**src/rtl/irls_pkg.sv**
```systemverilog
`timescale 1ns/1ps
package irls_pkg;
  localparam int DEF_TICKS_PER_BIT = 16;
  localparam int DEF_PULSE_START   = 8;
  localparam int DEF_PULSE_LEN     = 3;
  localparam int DEF_SYNC_STAGES   = 2;

  typedef enum logic {
    LINE_DIRECT = 1'b0,
    LINE_IR     = 1'b1
  } line_mode_e;
endpackage

```
**src/rtl/irls_mode_ctl.sv**
```systemverilog
`timescale 1ns/1ps
module irls_mode_ctl
  import irls_pkg::*;
(
  input  logic       clk_i,
  input  logic       rst_ni,
  input  logic       strap_i,
  input  logic       wr_en_i,
  input  logic       wr_val_i,
  output line_mode_e mode_o
);
  line_mode_e mode_q, mode_d;
  logic       load_pend_q, load_pend_d;

  // The strap is taken on the first edge out of reset, not as an async load value
  always_comb begin
    mode_d      = mode_q;
    load_pend_d = 1'b0;
    if (wr_en_i) begin
      mode_d = line_mode_e'(wr_val_i);
    end else if (load_pend_q) begin
      mode_d = line_mode_e'(strap_i);
    end
  end

  always_ff @(posedge clk_i or negedge rst_ni) begin
    if (!rst_ni) begin
      mode_q      <= LINE_DIRECT;
      load_pend_q <= 1'b1;
    end else begin
      mode_q      <= mode_d;
      load_pend_q <= load_pend_d;
    end
  end

  assign mode_o = mode_q;
endmodule

```
**src/rtl/irls_pulse_enc.sv**
```systemverilog
`timescale 1ns/1ps
module irls_pulse_enc #(
  parameter int TICKS_PER_BIT = irls_pkg::DEF_TICKS_PER_BIT,
  parameter int PULSE_START   = irls_pkg::DEF_PULSE_START,
  parameter int PULSE_LEN     = irls_pkg::DEF_PULSE_LEN
) (
  input  logic clk_i,
  input  logic rst_ni,
  input  logic en_i,
  input  logic tick_i,
  input  logic bit_i,
  output logic pulse_o
);
  localparam int PW = (TICKS_PER_BIT > 1) ? $clog2(TICKS_PER_BIT) : 1;
  localparam logic [PW-1:0] LAST_PH = PW'(TICKS_PER_BIT - 1);
  localparam int PULSE_END = PULSE_START + PULSE_LEN;

  logic [PW-1:0] phase_q, phase_d;
  logic          level_q, level_d;
  logic          pulse_q, pulse_d;

  always_comb begin
    phase_d = phase_q;
    level_d = level_q;
    pulse_d = pulse_q;
    if (!en_i) begin
      // Leaving the mode drops any pulse and re-arms at idle level
      phase_d = '0;
      level_d = 1'b1;
      pulse_d = 1'b0;
    end else if (tick_i) begin
      if (bit_i != level_q) begin
        phase_d = '0;
      end else if (phase_q == LAST_PH) begin
        phase_d = '0;
      end else begin
        phase_d = phase_q + PW'(1);
      end
      level_d = bit_i;
      pulse_d = !bit_i && (int'(phase_d) >= PULSE_START) && (int'(phase_d) < PULSE_END);
    end
  end

  always_ff @(posedge clk_i or negedge rst_ni) begin
    if (!rst_ni) begin
      phase_q <= '0;
      level_q <= 1'b1;
      pulse_q <= 1'b0;
    end else begin
      phase_q <= phase_d;
      level_q <= level_d;
      pulse_q <= pulse_d;
    end
  end

  assign pulse_o = pulse_q;
endmodule

```
**src/rtl/irls_pulse_dec.sv**
```systemverilog
`timescale 1ns/1ps
module irls_pulse_dec #(
  parameter int TICKS_PER_BIT = irls_pkg::DEF_TICKS_PER_BIT,
  parameter int SYNC_STAGES   = irls_pkg::DEF_SYNC_STAGES
) (
  input  logic clk_i,
  input  logic rst_ni,
  input  logic en_i,
  input  logic blank_i,
  input  logic tick_i,
  input  logic line_i,
  output logic bit_o
);
  localparam int CW = $clog2(TICKS_PER_BIT + 1);
  localparam logic [CW-1:0] HOLD_FULL = CW'(TICKS_PER_BIT);

  logic [SYNC_STAGES-1:0] sync_q;
  logic                   smp;
  logic [CW-1:0]          hold_q, hold_d;
  logic                   prev_q, prev_d;

  generate
    if (SYNC_STAGES == 1) begin : g_sync_one
      always_ff @(posedge clk_i or negedge rst_ni) begin
        if (!rst_ni) sync_q <= '0;
        else         sync_q <= line_i;
      end
    end else begin : g_sync_chain
      always_ff @(posedge clk_i or negedge rst_ni) begin
        if (!rst_ni) sync_q <= '0;
        else         sync_q <= {sync_q[SYNC_STAGES-2:0], line_i};
      end
    end
  endgenerate

  assign smp = sync_q[SYNC_STAGES-1];

  always_comb begin
    hold_d = hold_q;
    prev_d = prev_q;
    if (!en_i || blank_i) begin
      // Track the line so a pulse straddling the blank is not taken as new
      hold_d = '0;
      prev_d = smp;
    end else if (tick_i) begin
      prev_d = smp;
      if (smp && !prev_q) begin
        hold_d = HOLD_FULL;
      end else if (hold_q != '0) begin
        hold_d = hold_q - CW'(1);
      end
    end
  end

  always_ff @(posedge clk_i or negedge rst_ni) begin
    if (!rst_ni) begin
      hold_q <= '0;
      prev_q <= 1'b0;
    end else begin
      hold_q <= hold_d;
      prev_q <= prev_d;
    end
  end

  assign bit_o = (hold_q == '0);
endmodule

```
**src/rtl/ir_line_switch.sv**
```systemverilog
`timescale 1ns/1ps
module ir_line_switch
  import irls_pkg::*;
#(
  parameter int TICKS_PER_BIT = DEF_TICKS_PER_BIT,
  parameter int PULSE_START   = DEF_PULSE_START,
  parameter int PULSE_LEN     = DEF_PULSE_LEN,
  parameter int SYNC_STAGES   = DEF_SYNC_STAGES
) (
  input  logic clk_i,
  input  logic rst_ni,
  input  logic tick16_i,
  input  logic strap_ir_i,
  input  logic cfg_mode_we_i,
  input  logic cfg_mode_i,
  input  logic cfg_rx_inv_i,
  input  logic cfg_half_dup_i,
  input  logic tx_busy_i,
  input  logic uart_txd_i,
  output logic uart_rxd_o,
  output logic pin_txd_o,
  input  logic pin_rxd_i,
  output logic mode_o
);
  logic [1:0] rst_sync_q;
  logic       rst_n_int;
  line_mode_e mode;
  logic       ir_on;
  logic       blank;
  logic       enc_pulse;
  logic       dec_bit;

  // Asynchronous assertion, synchronous release
  always_ff @(posedge clk_i or negedge rst_ni) begin
    if (!rst_ni) rst_sync_q <= '0;
    else         rst_sync_q <= {rst_sync_q[0], 1'b1};
  end
  assign rst_n_int = rst_sync_q[1];

  irls_mode_ctl u_mode (
    .clk_i   (clk_i),
    .rst_ni  (rst_n_int),
    .strap_i (strap_ir_i),
    .wr_en_i (cfg_mode_we_i),
    .wr_val_i(cfg_mode_i),
    .mode_o  (mode)
  );

  assign ir_on = (mode == LINE_IR);
  assign blank = ir_on && cfg_half_dup_i && tx_busy_i;

  irls_pulse_enc #(
    .TICKS_PER_BIT(TICKS_PER_BIT),
    .PULSE_START  (PULSE_START),
    .PULSE_LEN    (PULSE_LEN)
  ) u_enc (
    .clk_i  (clk_i),
    .rst_ni (rst_n_int),
    .en_i   (ir_on),
    .tick_i (tick16_i),
    .bit_i  (uart_txd_i),
    .pulse_o(enc_pulse)
  );

  irls_pulse_dec #(
    .TICKS_PER_BIT(TICKS_PER_BIT),
    .SYNC_STAGES  (SYNC_STAGES)
  ) u_dec (
    .clk_i  (clk_i),
    .rst_ni (rst_n_int),
    .en_i   (ir_on),
    .blank_i(blank),
    .tick_i (tick16_i),
    .line_i (pin_rxd_i ^ cfg_rx_inv_i),
    .bit_o  (dec_bit)
  );

  always_comb begin
    if (ir_on) begin
      pin_txd_o  = enc_pulse;
      uart_rxd_o = blank ? 1'b1 : dec_bit;
    end else begin
      pin_txd_o  = uart_txd_i;
      uart_rxd_o = pin_rxd_i;
    end
  end

  assign mode_o = ir_on;
endmodule

```
**config.mk**
```make
export PLATFORM = sky130hd
export DESIGN_NAME = ir_line_switch
export DESIGN_NICKNAME = d
export VERILOG_FILES = /design/src/rtl/irls_pkg.sv /design/src/rtl/irls_mode_ctl.sv /design/src/rtl/irls_pulse_enc.sv /design/src/rtl/irls_pulse_dec.sv /design/src/rtl/ir_line_switch.sv
export SDC_FILE = /design/constraint.sdc
export NUM_CORES = 1
export LEC_CHECK = 0
export ABC_AREA = 0
export BUFFER_PORTS_ARGS = -buffer_cell sky130_fd_sc_hd__buf_2
export CAP_MARGIN = 20
export CORE_MARGIN = 1.5
export CORE_UTILIZATION = 54
export DETAILED_ROUTE_END_ITERATION = 6
export PLACE_DENSITY = 0.76
export SYNTH_ARGS = -nofsm -noshare
export SYNTH_HDL_FRONTEND = slang
export SYNTH_HIERARCHICAL = 1
export SYNTH_SLANG_ARGS = --single-unit
```
**constraint.sdc**
```tcl
create_clock -name clk_i -period 1.1 [get_ports clk_i]
set_input_delay 0.055 -clock clk_i [delete_from_list [all_inputs] [get_ports clk_i]]
set_output_delay 0.055 -clock clk_i [all_outputs]
set_load 0.1 [all_outputs]
```
==> results of run 1 <==
==> final timing paths <==
path / to / depth (start not counted) / slack (ns)
setup / recovery: uart_rxd_o / 6 / -0.57
hold / removal: rst_sync_q[1] / 2 / 0.07
setup reg to reg: u_dec/hold_q[0] / 5 / -0.45
hold reg to reg: u_mode/mode_o / 0 / 0.13
max in group asynchronous: u_enc/phase_q[3] / 1 / 0.54
min in group clk_i: u_mode/mode_o / 3 / 0.07
==> layer usage <==
layer	track usage (%)	up-vias
li1	-	380
met1	34.2	408
met2	43.5	48
met3	4.90	2
met4	11.5	0
met5	0	-
==> worst reg2reg max path: cells and delay by family, from the launching register on <==
kind | cells | cell delay (ns)
AND/OR/NAND/NOR | 1 | 0.15
buffers and inverters | 2 | 0.29
AO/OA/AOI/OAI | 1 | 0.29
multiplexers | 1 | 0.19
flip-flops | 1 | 0.49
==> flip-flops by register name, indices dropped and copies added, names as in the netlist <==
name                cells
rst_sync_q              2
u_dec/hold_q            5
u_dec/prev_q            1
u_dec/sync_q            2
u_enc/level_q           1
u_enc/phase_q           4
u_enc/pulse_o           1
u_mode/load_pend_q      1
u_mode/mode_o           1
==> synthesized netlist by cell type (3+ instances only) <==
cell type and number:
a21oi_1 6, a31oi_1 3, inv_1 7, nand2b_1 4, mux2i_1 3, dfrtp_1 16, o22ai_1 3, nand2_1 8
==> cells by family after synthesis <==
group                      after synthesis  share of synthesized area, %
AOI/OAI and AO/OA                       20                          13.9
xor gates and xnor gates                 2                          1.91
adders and majority gates                2                          2.72
buffers and inverters                    7                          2.86
DFF                                     18                          49.3
muxes                                    5                          6.12
other                                    2                         0.817
and+or+nand+nor                         30                          22.4
==> per-stage QoR <==
| step | hold WS, ns | instance area [µm²] |
|---|---|---|
| global route | 0.0802 | 1400 |
| detailed placement | -0.156 | 1160 |
| CTS | 0.0672 | 1300 |
| floorplan | -0.241 | 957 |
| global placement | -0.160 | 1160 |
| finish | 0.0657 | 1400 |
==> what timing repair did <==
item | CTS | global route
endpoints found under the hold margin | 4 | 0
gates resized for setup | 13 | 13
hold buffers | 5 | 0
pin swaps | 9 | 10
setup buffers | 2 | 3
endpoints found under the setup margin | 14 | 15
gates cloned | 0 | 0
==> power by group <==
group	internal, µW	switching (µW)	total, µW
Clock	141	194	335
Sequential	713	47.5	761
Combinational	337	362	699
Total	1190	604	1800
==> cell type report <==
cell class	instances	area, µm²
clock buffer	4	26.3
fill	69	146
inverter	7	26.3
multi-input combinational	61	571
sequential	18	457
tap	16	20.0
timing repair buffer	33	295
==> flow_summary.yaml, run 1 <==
critical_path:
  crit_family: "flip-flops"
  critPathMaxStageDelay_ns: 0.40
  crit_start: "u_dec/hold_q[1]"
  crit_chain: "inv_2, ha_4, nor4b_4, a21oi_2, a21oi_4, buf_12"
  rr_startpoint: "u_mode/mode_o"
  startpoint_type: "flip-flop"
  crit_fanout: 3
  cp.arrival_ns: 1.62
  cp_data_required_time_ns: 1.04
  cp-end-kind: "primary output"
  cp.buffers_inverters: 2
  crit_type: "reg2out"
  worst_path_max_delay_cell: "dfrtp_1"
synthesis:
  ys_top_cells_by_area: "dfrtp_1 44%, dfstp_2 5.7%, a21oi_1 3.3%, mux2i_1 3.3%, nand2_1 3.3%"
  netlist.area_leader.share_pct: 43.5
  syn-cell-area_um2: 920
  ys_seq_elements: 18
  synthCells: 86
  ys_types: 35
  synth-main-ff-cell: "dfrtp_1"
  yosysSeqAreaShare_pct: 49.3
  synthArstFlopShare_pct: 100
  ys.warnings.count: 6
  syn-num-nets: 99
  yosys.area.top_type: "dfrtp_1"
  synth_edf_count: 0
  syn_avg_cell_area_um2: 10.7
route:
  wl_per_cell_um: 19.2
  ant_nets: 0
  num_vias: 838
  via_per_inst: 6.03
  drt-initial-drc-count: 67
  dr_wl_met3_um: 184
  dr.pass1.iters: 4
  wirelength_mm: 2.67
  wl_met1_mm: 1.04
  wl_met2_mm: 1.44
  top_layer: "met4"
  drc: 0
sta:
  final-max-slew-violation-count: 0
  finalClockSkew_ns: 0.00283
  clock.fmax_ghz: 0.598
  worst_slack_ns: -0.572
  grt_setup_unrepaired: "yes"
  hold_violations: 0
  setup-tns-final_ns: -3.28
  period_needed_ns: 1.67
  period_share_pct: 152
  finalSetupViolCount: 14
power:
  peakVddDrop_mv: 1.11
  power_uw: 1800
  power_density_nw_per_um2: 1290
  p_leak_uw: 0.000634
clock_network:
  cts_htree_levels: 1
  cts_tree: "done"
  clk_pin_slew_worst_paths_ns: 0.10
  cts_buffers: 3
  clk_latency_ns: 0.29
  cts_buffer_depth: 2
  clock-sinks: 18
  clock-root-buffer: "clkbuf_4"
placement:
  hpwl_mm: 1.44
  placed_cells: 125
  gp_congestion: 0.866
  dpl_worst_slack_ns: -0.316
  io_buffers: 13
global_route:
  grtUsageTotal_pct: 26.5
  grt_overflow: 0
  antenna_found_initial: 0
  grt_start_max_net_pins: 11
  grt_pass1_vias: 830
  grt_pass1_wl_mm: 3.71
floorplanning:
  core_area_um2: 1540
  dieArea_um2: 1960
  dieHeight_um: 44.3
  initial_utilization_pct: 59.7
  ios: 14
  rows: 14
  die_w_um: 44.3
finish:
  syn2layout_area_growth_pct: 51.7
  nNetsFinal: 137
  antennaDiodeCount: 0
  final_cells: 139
  layout-drive-gt1-share_pct: 48.8
  fin_util_pct: 90.5
  final_common_cell: "dfrtp_1"
  most-common-layout-cells: "15 x dfrtp_1, 10 x buf_2, 9 x buf_4"
outcome:
  violations: "negative setup slack"
  status: "finished with violations"
flow_run:
  drv_cap: 0
min_path:
  hp-class: "in2async"
(Power assumes the default switching activity.)
==> inputs of run 2 (changes only) <==
--- a/config.mk
+++ b/config.mk
@@ -8,9 +8,11 @@
 export ABC_AREA = 0
 export BUFFER_PORTS_ARGS = -buffer_cell sky130_fd_sc_hd__buf_2
 export CAP_MARGIN = 20
+export CORE_ASPECT_RATIO = 1.25
 export CORE_MARGIN = 1.5
 export CORE_UTILIZATION = 54
 export DETAILED_ROUTE_END_ITERATION = 6
+export MAX_ROUTING_LAYER = met4
 export PLACE_DENSITY = 0.76
 export SYNTH_ARGS = -nofsm -noshare
 export SYNTH_HDL_FRONTEND = slang
==> constraint.sdc (replaced) <==
create_clock -name clk_i -period 1.9 [get_ports clk_i]
set_input_delay 0.095 -clock clk_i [delete_from_list [all_inputs] [get_ports clk_i]]
set_output_delay 0.095 -clock clk_i [all_outputs]
set_load 0.1 [all_outputs]
==> flow_summary.yaml, run 2 (synthesized netlist as in run 1, its figures left out) <==
outcome:
  status: "complete, no violations"
sta:
  setup-tns-final_ns: 0
  worst_slew_pin_slew_ns: 0.618
  hold_violations: 0
  finalClockSkew_ns: 0.00177
  finalHoldWorstSlack_ns: 0.0347
  finalSetupViolCount: 0
  clock.fmax_ghz: 0.568
  period_share_pct: 92.6
  final-max-slew-violation-count: 0
  period_needed_ns: 1.76
  max-slew-margin-rel_pct: 58.8
  grt_setup_unrepaired: "no"
route:
  via_per_inst: 5.59
  wirelength_mm: 1.65
  drt-initial-drc-count: 6
  wl_per_cell_um: 13.2
  dr.pass1.iters: 4
  ant_nets: 0
  drc: 0
  num_vias: 699
global_route:
  antenna_found_initial: 0
  grt_pass1_wl_mm: 2.81
  grtUsageTotal_pct: 21.2
  grt_pass1_vias: 690
  grt_start_max_net_pins: 17
  grt_overflow: 0
critical_path:
  cp_data_required_time_ns: 1.80
  crit_type: "reg2out"
  crit_family: "flip-flops"
  cp-end-kind: "primary output"
  crit_fanout: 3
  cp.buffers_inverters: 2
  startpoint_type: "flip-flop"
  critPathMaxStageDelay_ns: 0.41
  crit_chain: "inv_1, ha_1, nor4b_4, a21oi_1, a21oi_4, buf_12"
  worst_path_max_delay_cell: "dfrtp_1"
  cp.arrival_ns: 1.67
finish:
  syn2layout_area_growth_pct: 20.8
  final_common_cell: "dfrtp_1"
  largest_register_ffs: 5
  layout-drive-gt1-share_pct: 25.2
  reg_top3: "u_dec/hold_q x5, u_enc/phase_q x4"
  final_cells: 125
  fin_util_pct: 70.3
  regMostFlops: "u_dec/hold_q"
  most-common-layout-cells: "15 x dfrtp_1, 12 x buf_2, 8 x nand2_1"
  antennaDiodeCount: 0
  nNetsFinal: 121
floorplanning:
  core_area_um2: 1580
  ios: 14
  initial_utilization_pct: 58.1
  dieHeight_um: 49.1
  die_w_um: 39.9
  rows: 16
  dieArea_um2: 1960
placement:
  placed_cells: 117
  io_buffers: 13
  gp_congestion: 0.793
  hpwl_mm: 1.22
clock_network:
  post_cts_resize_count: 0
  cts_buffers: 3
  cts_htree_levels: 1
  postCtsSetupRepairBufs: 0
  clk_latency_ns: 0.29
  postCtsHoldBufs: 4
  cts_buffer_depth: 2
  clk_pin_slew_worst_paths_ns: 0.10
  clock-root-buffer: "clkbuf_4"
  clock-sinks: 18
  cts_tree: "done"
power:
  power_density_nw_per_um2: 839
  peakVddDrop_mv: 0.638
  power_uw: 932
  p_leak_uw: 0.000532
min_path:
  hp-class: "in2reg"
flow_run:
  drv_cap: 0
## run 2: changes by cell type in the layout (fill, tap and decap cells not counted), moves of 2 or more
cell	previous run	this run
ha_1	0	2
o21ai_2	2	0
buf_12	3	1
buf_2	10	12
inv_2	2	0
buf_6	6	0
ha_4	2	0
buf_4	9	0
a21oi_2	4	0
inv_1	5	7
a21oi_1	1	5
## run 2: routing by layer
layer,part of all wire (%),GRT usage (%),wire [µm],vias up
li1,-,-,-,346
met1,44,25.8,724,339
met2,53,33.1,866,12
met3,2.6,4.11,43,2
met4,0.85,8.62,14,0
met5,0,-,0,-
## run 2: per-stage QoR
step	cell area (µm²)	setup slack, ns
floorplan	932	0.186
detailed placement	1030	0.386
finish	1110	0.140
global placement	1030	0.408
global route	1110	0.0436
CTS	1110	0.120
## run 2: path summary, 6_finish.rpt
kind / start / endpoint / slack (ns) / depth (start not counted)
max in group asynchronous: rst_sync_q[1] / u_mode/mode_o / 1.21 / 0
max: u_dec/hold_q[0] / uart_rxd_o / 0.14 / 6
min: cfg_mode_i / u_mode/mode_o / 0.03 / 3
max reg2reg: u_mode/mode_o / u_dec/hold_q[1] / 0.38 / 4
min reg2reg: rst_sync_q[1] / u_dec/sync_q[1] / 0.26 / 0
min in group asynchronous: rst_ni / rst_sync_q[1] / 0.11 / 2
## run 2: worst reg2reg max path, cell delays in order (launching register included)
cell and delay, ns:
dfrtp_2 0.52, and3_2 0.22, and2b_1 0.27, nand4b_1 0.23, o22ai_1 0.21
## run 2: layout make-up
| cell class | count | area [µm²] |
|---|---|---|
| fill | 112 | 470 |
| sequential | 18 | 454 |
| multi-input combinational | 61 | 452 |
| timing repair buffer | 17 | 120 |
| clock buffer | 4 | 36.3 |
| inverter | 7 | 26.3 |
| tap | 18 | 22.5 |
## run 2: report_power, final
part           total [µW]  leakage, µW  internal, µW  switching [µW]
clock network         235    0.0000210           117             118
registers             445     0.000229           412            33.1
logic                 253     0.000282           113             140
==> inputs of run 3 (changes only) <==
--- a/config.mk
+++ b/config.mk
@@ -13,7 +13,7 @@
 export CORE_UTILIZATION = 54
 export DETAILED_ROUTE_END_ITERATION = 6
 export MAX_ROUTING_LAYER = met4
-export PLACE_DENSITY = 0.76
+export PLACE_DENSITY = 0.79
 export SYNTH_ARGS = -nofsm -noshare
 export SYNTH_HDL_FRONTEND = slang
 export SYNTH_HIERARCHICAL = 1
==> flow_summary.yaml, run 3 (synthesized netlist as in run 1, its figures left out) <==
outcome:
  status: "complete, no violations"
clock_network:
  clock-root-buffer: "clkbuf_4"
  clk_pin_slew_worst_paths_ns: 0.10
  cts_tree: "done"
  clock-sinks: 18
  cts_htree_levels: 1
  postCtsHoldBufs: 4
  cts_buffer_depth: 2
  clk_latency_ns: 0.28
  post_cts_resize_count: 0
  cts_buffers: 3
  postCtsSetupRepairBufs: 0
route:
  drt-initial-drc-count: 10
  via_per_inst: 5.66
  wl_per_cell_um: 14.3
  dr.pass1.iters: 4
  num_vias: 708
  drc: 0
  wirelength_mm: 1.79
  ant_nets: 0
sta:
  final-max-slew-violation-count: 0
  period_share_pct: 93.6
  finalSetupViolCount: 0
  clock.fmax_ghz: 0.563
  max-slew-margin-rel_pct: 58.6
  grt_setup_unrepaired: "no"
  period_needed_ns: 1.78
  worst_slack_ns: 0.122
  worst_slew_pin_slew_ns: 0.622
  finalHoldWorstSlack_ns: 0.0557
  finalClockSkew_ns: 0.00455
  hold_violations: 0
  setup-tns-final_ns: 0
power:
  p_leak_uw: 0.000525
  clkPwrFrac_pct: 21.3
  power_density_nw_per_um2: 809
  p_switching_uw: 284
  peakVddDrop_mv: 0.630
  seqPwrFrac_pct: 50.1
  swShare_pct: 31.9
  pwr-share-comb_pct: 28.6
  internal_power_uw: 607
flow_run:
  drv_cap: 0
finish:
  nFillCells: 116
  final_common_cell: "dfrtp_1"
  most-common-layout-cells: "15 x dfrtp_1, 12 x buf_2, 8 x nand2_1"
  syn2layout_area_growth_pct: 19.7
  largest_register_ffs: 5
  regMostFlops: "u_dec/hold_q"
  nNetsFinal: 121
  layout-drive-gt1-share_pct: 24.3
  reg_top3: "u_dec/hold_q x5, u_enc/phase_q x4"
  antennaDiodeCount: 0
critical_path:
  cp_data_required_time_ns: 1.80
  rr_startpoint: "u_mode/mode_o"
  cp.arrival_ns: 1.68
  crit_family: "flip-flops"
  critPathMaxStageDelay_ns: 0.41
  crit_fanout: 3
  crit_chain: "inv_1, ha_1, nor4b_4, a21oi_1, a21oi_4, buf_12"
  cp-end-kind: "primary output"
  cp.buffers_inverters: 2
  worst_path_max_delay_cell: "dfrtp_1"
  crit_start: "u_dec/hold_q[0]"
  startpoint_type: "flip-flop"
  crit_type: "reg2out"
global_route:
  grt_overflow: 0
  antenna_found_initial: 0
  grt_pass1_wl_mm: 3.09
  grtUsageTotal_pct: 23.3
  grt_start_max_net_pins: 17
  grt_pass1_vias: 734
floorplanning:
  ios: 14
  rows: 16
  core_area_um2: 1580
  die_w_um: 39.9
  dieHeight_um: 49.1
  initial_utilization_pct: 58.1
  dieArea_um2: 1960
min_path:
  min-delay-start: "cfg_mode_i"
  hp-class: "in2reg"
placement:
  dpl_worst_slack_ns: 0.394
  gp_congestion: 0.832
  hpwl_mm: 1.31
  io_buffers: 13
-- run 3: cell types whose count changed in the layout (fill, tap and decap cells not counted) --
| cell | change |
|---|---|
| clkbuf_1 | +1 |
| clkbuf_8 | -1 |
-- run 3: final cells by class --
cell class / instances / area, µm² / share of cell area [%]
flip-flops and latches: 18 / 454 / 41.2
inverters: 7 / 26.3 / 2.39
clock buffers: 4 / 26.3 / 2.39
repair buffers: 17 / 120 / 10.9
well taps: 18 / 22.5 / 2.05
multi-input cells: 61 / 452 / 41.0
-- run 3: worst paths after layout --
kind | endpoint | slack, ns | cells past startpoint
max in group asynchronous | u_mode/mode_o | 1.20 | 0
min reg2reg | u_dec/hold_q[0] | 0.26 | 0
max | uart_rxd_o | 0.12 | 6
max reg2reg | u_dec/prev_q | 0.37 | 3
min | u_mode/mode_o | 0.06 | 3
min in group asynchronous | rst_sync_q[1] | 0.11 | 2
-- run 3: power groups by stage --
stage | combinational, µW | sequential, µW | clock, µW
3_3_place_gp | 238 | 452 | 0
2_1_floorplan | 174 | 459 | 0
3_5_place_dp | 245 | 455 | 0
6_report | 255 | 447 | 190
4_1_cts | 253 | 448 | 197
5_1_grt | 273 | 452 | 214
-- run 3: worst min-delay path: cells and delay by family --
family / cells / cell delay, ns
buf+inv: 1 / 0.08
simple gates: 1 / 0.06
compound gates: 1 / 0.07
-- run 3: routing by layer --
| layer | vias to the layer above | GRT usage (%) | share of wire (%) |
|---|---|---|---|
| met3 | 2 | 4.57 | 2.4 |
| met4 | 0 | 8.62 | 0.78 |
| met2 | 11 | 39.5 | 55 |
| met5 | - | - | 0 |
| met1 | 344 | 25.2 | 42 |
| li1 | 351 | - | - |
-- run 3: stage by stage --
stage / cells / power [µW] / util, % / area (µm²)
2_1_floorplan: 86 / 633 / - / 932
3_3_place_gp: 117 / 690 / 65.4 / 1030
3_5_place_dp: 117 / 700 / 65.4 / 1030
4_1_cts: 125 / 898 / 69.6 / 1100
5_1_grt: 125 / 939 / 69.6 / 1100
6_report: 125 / 891 / 69.6 / 1100
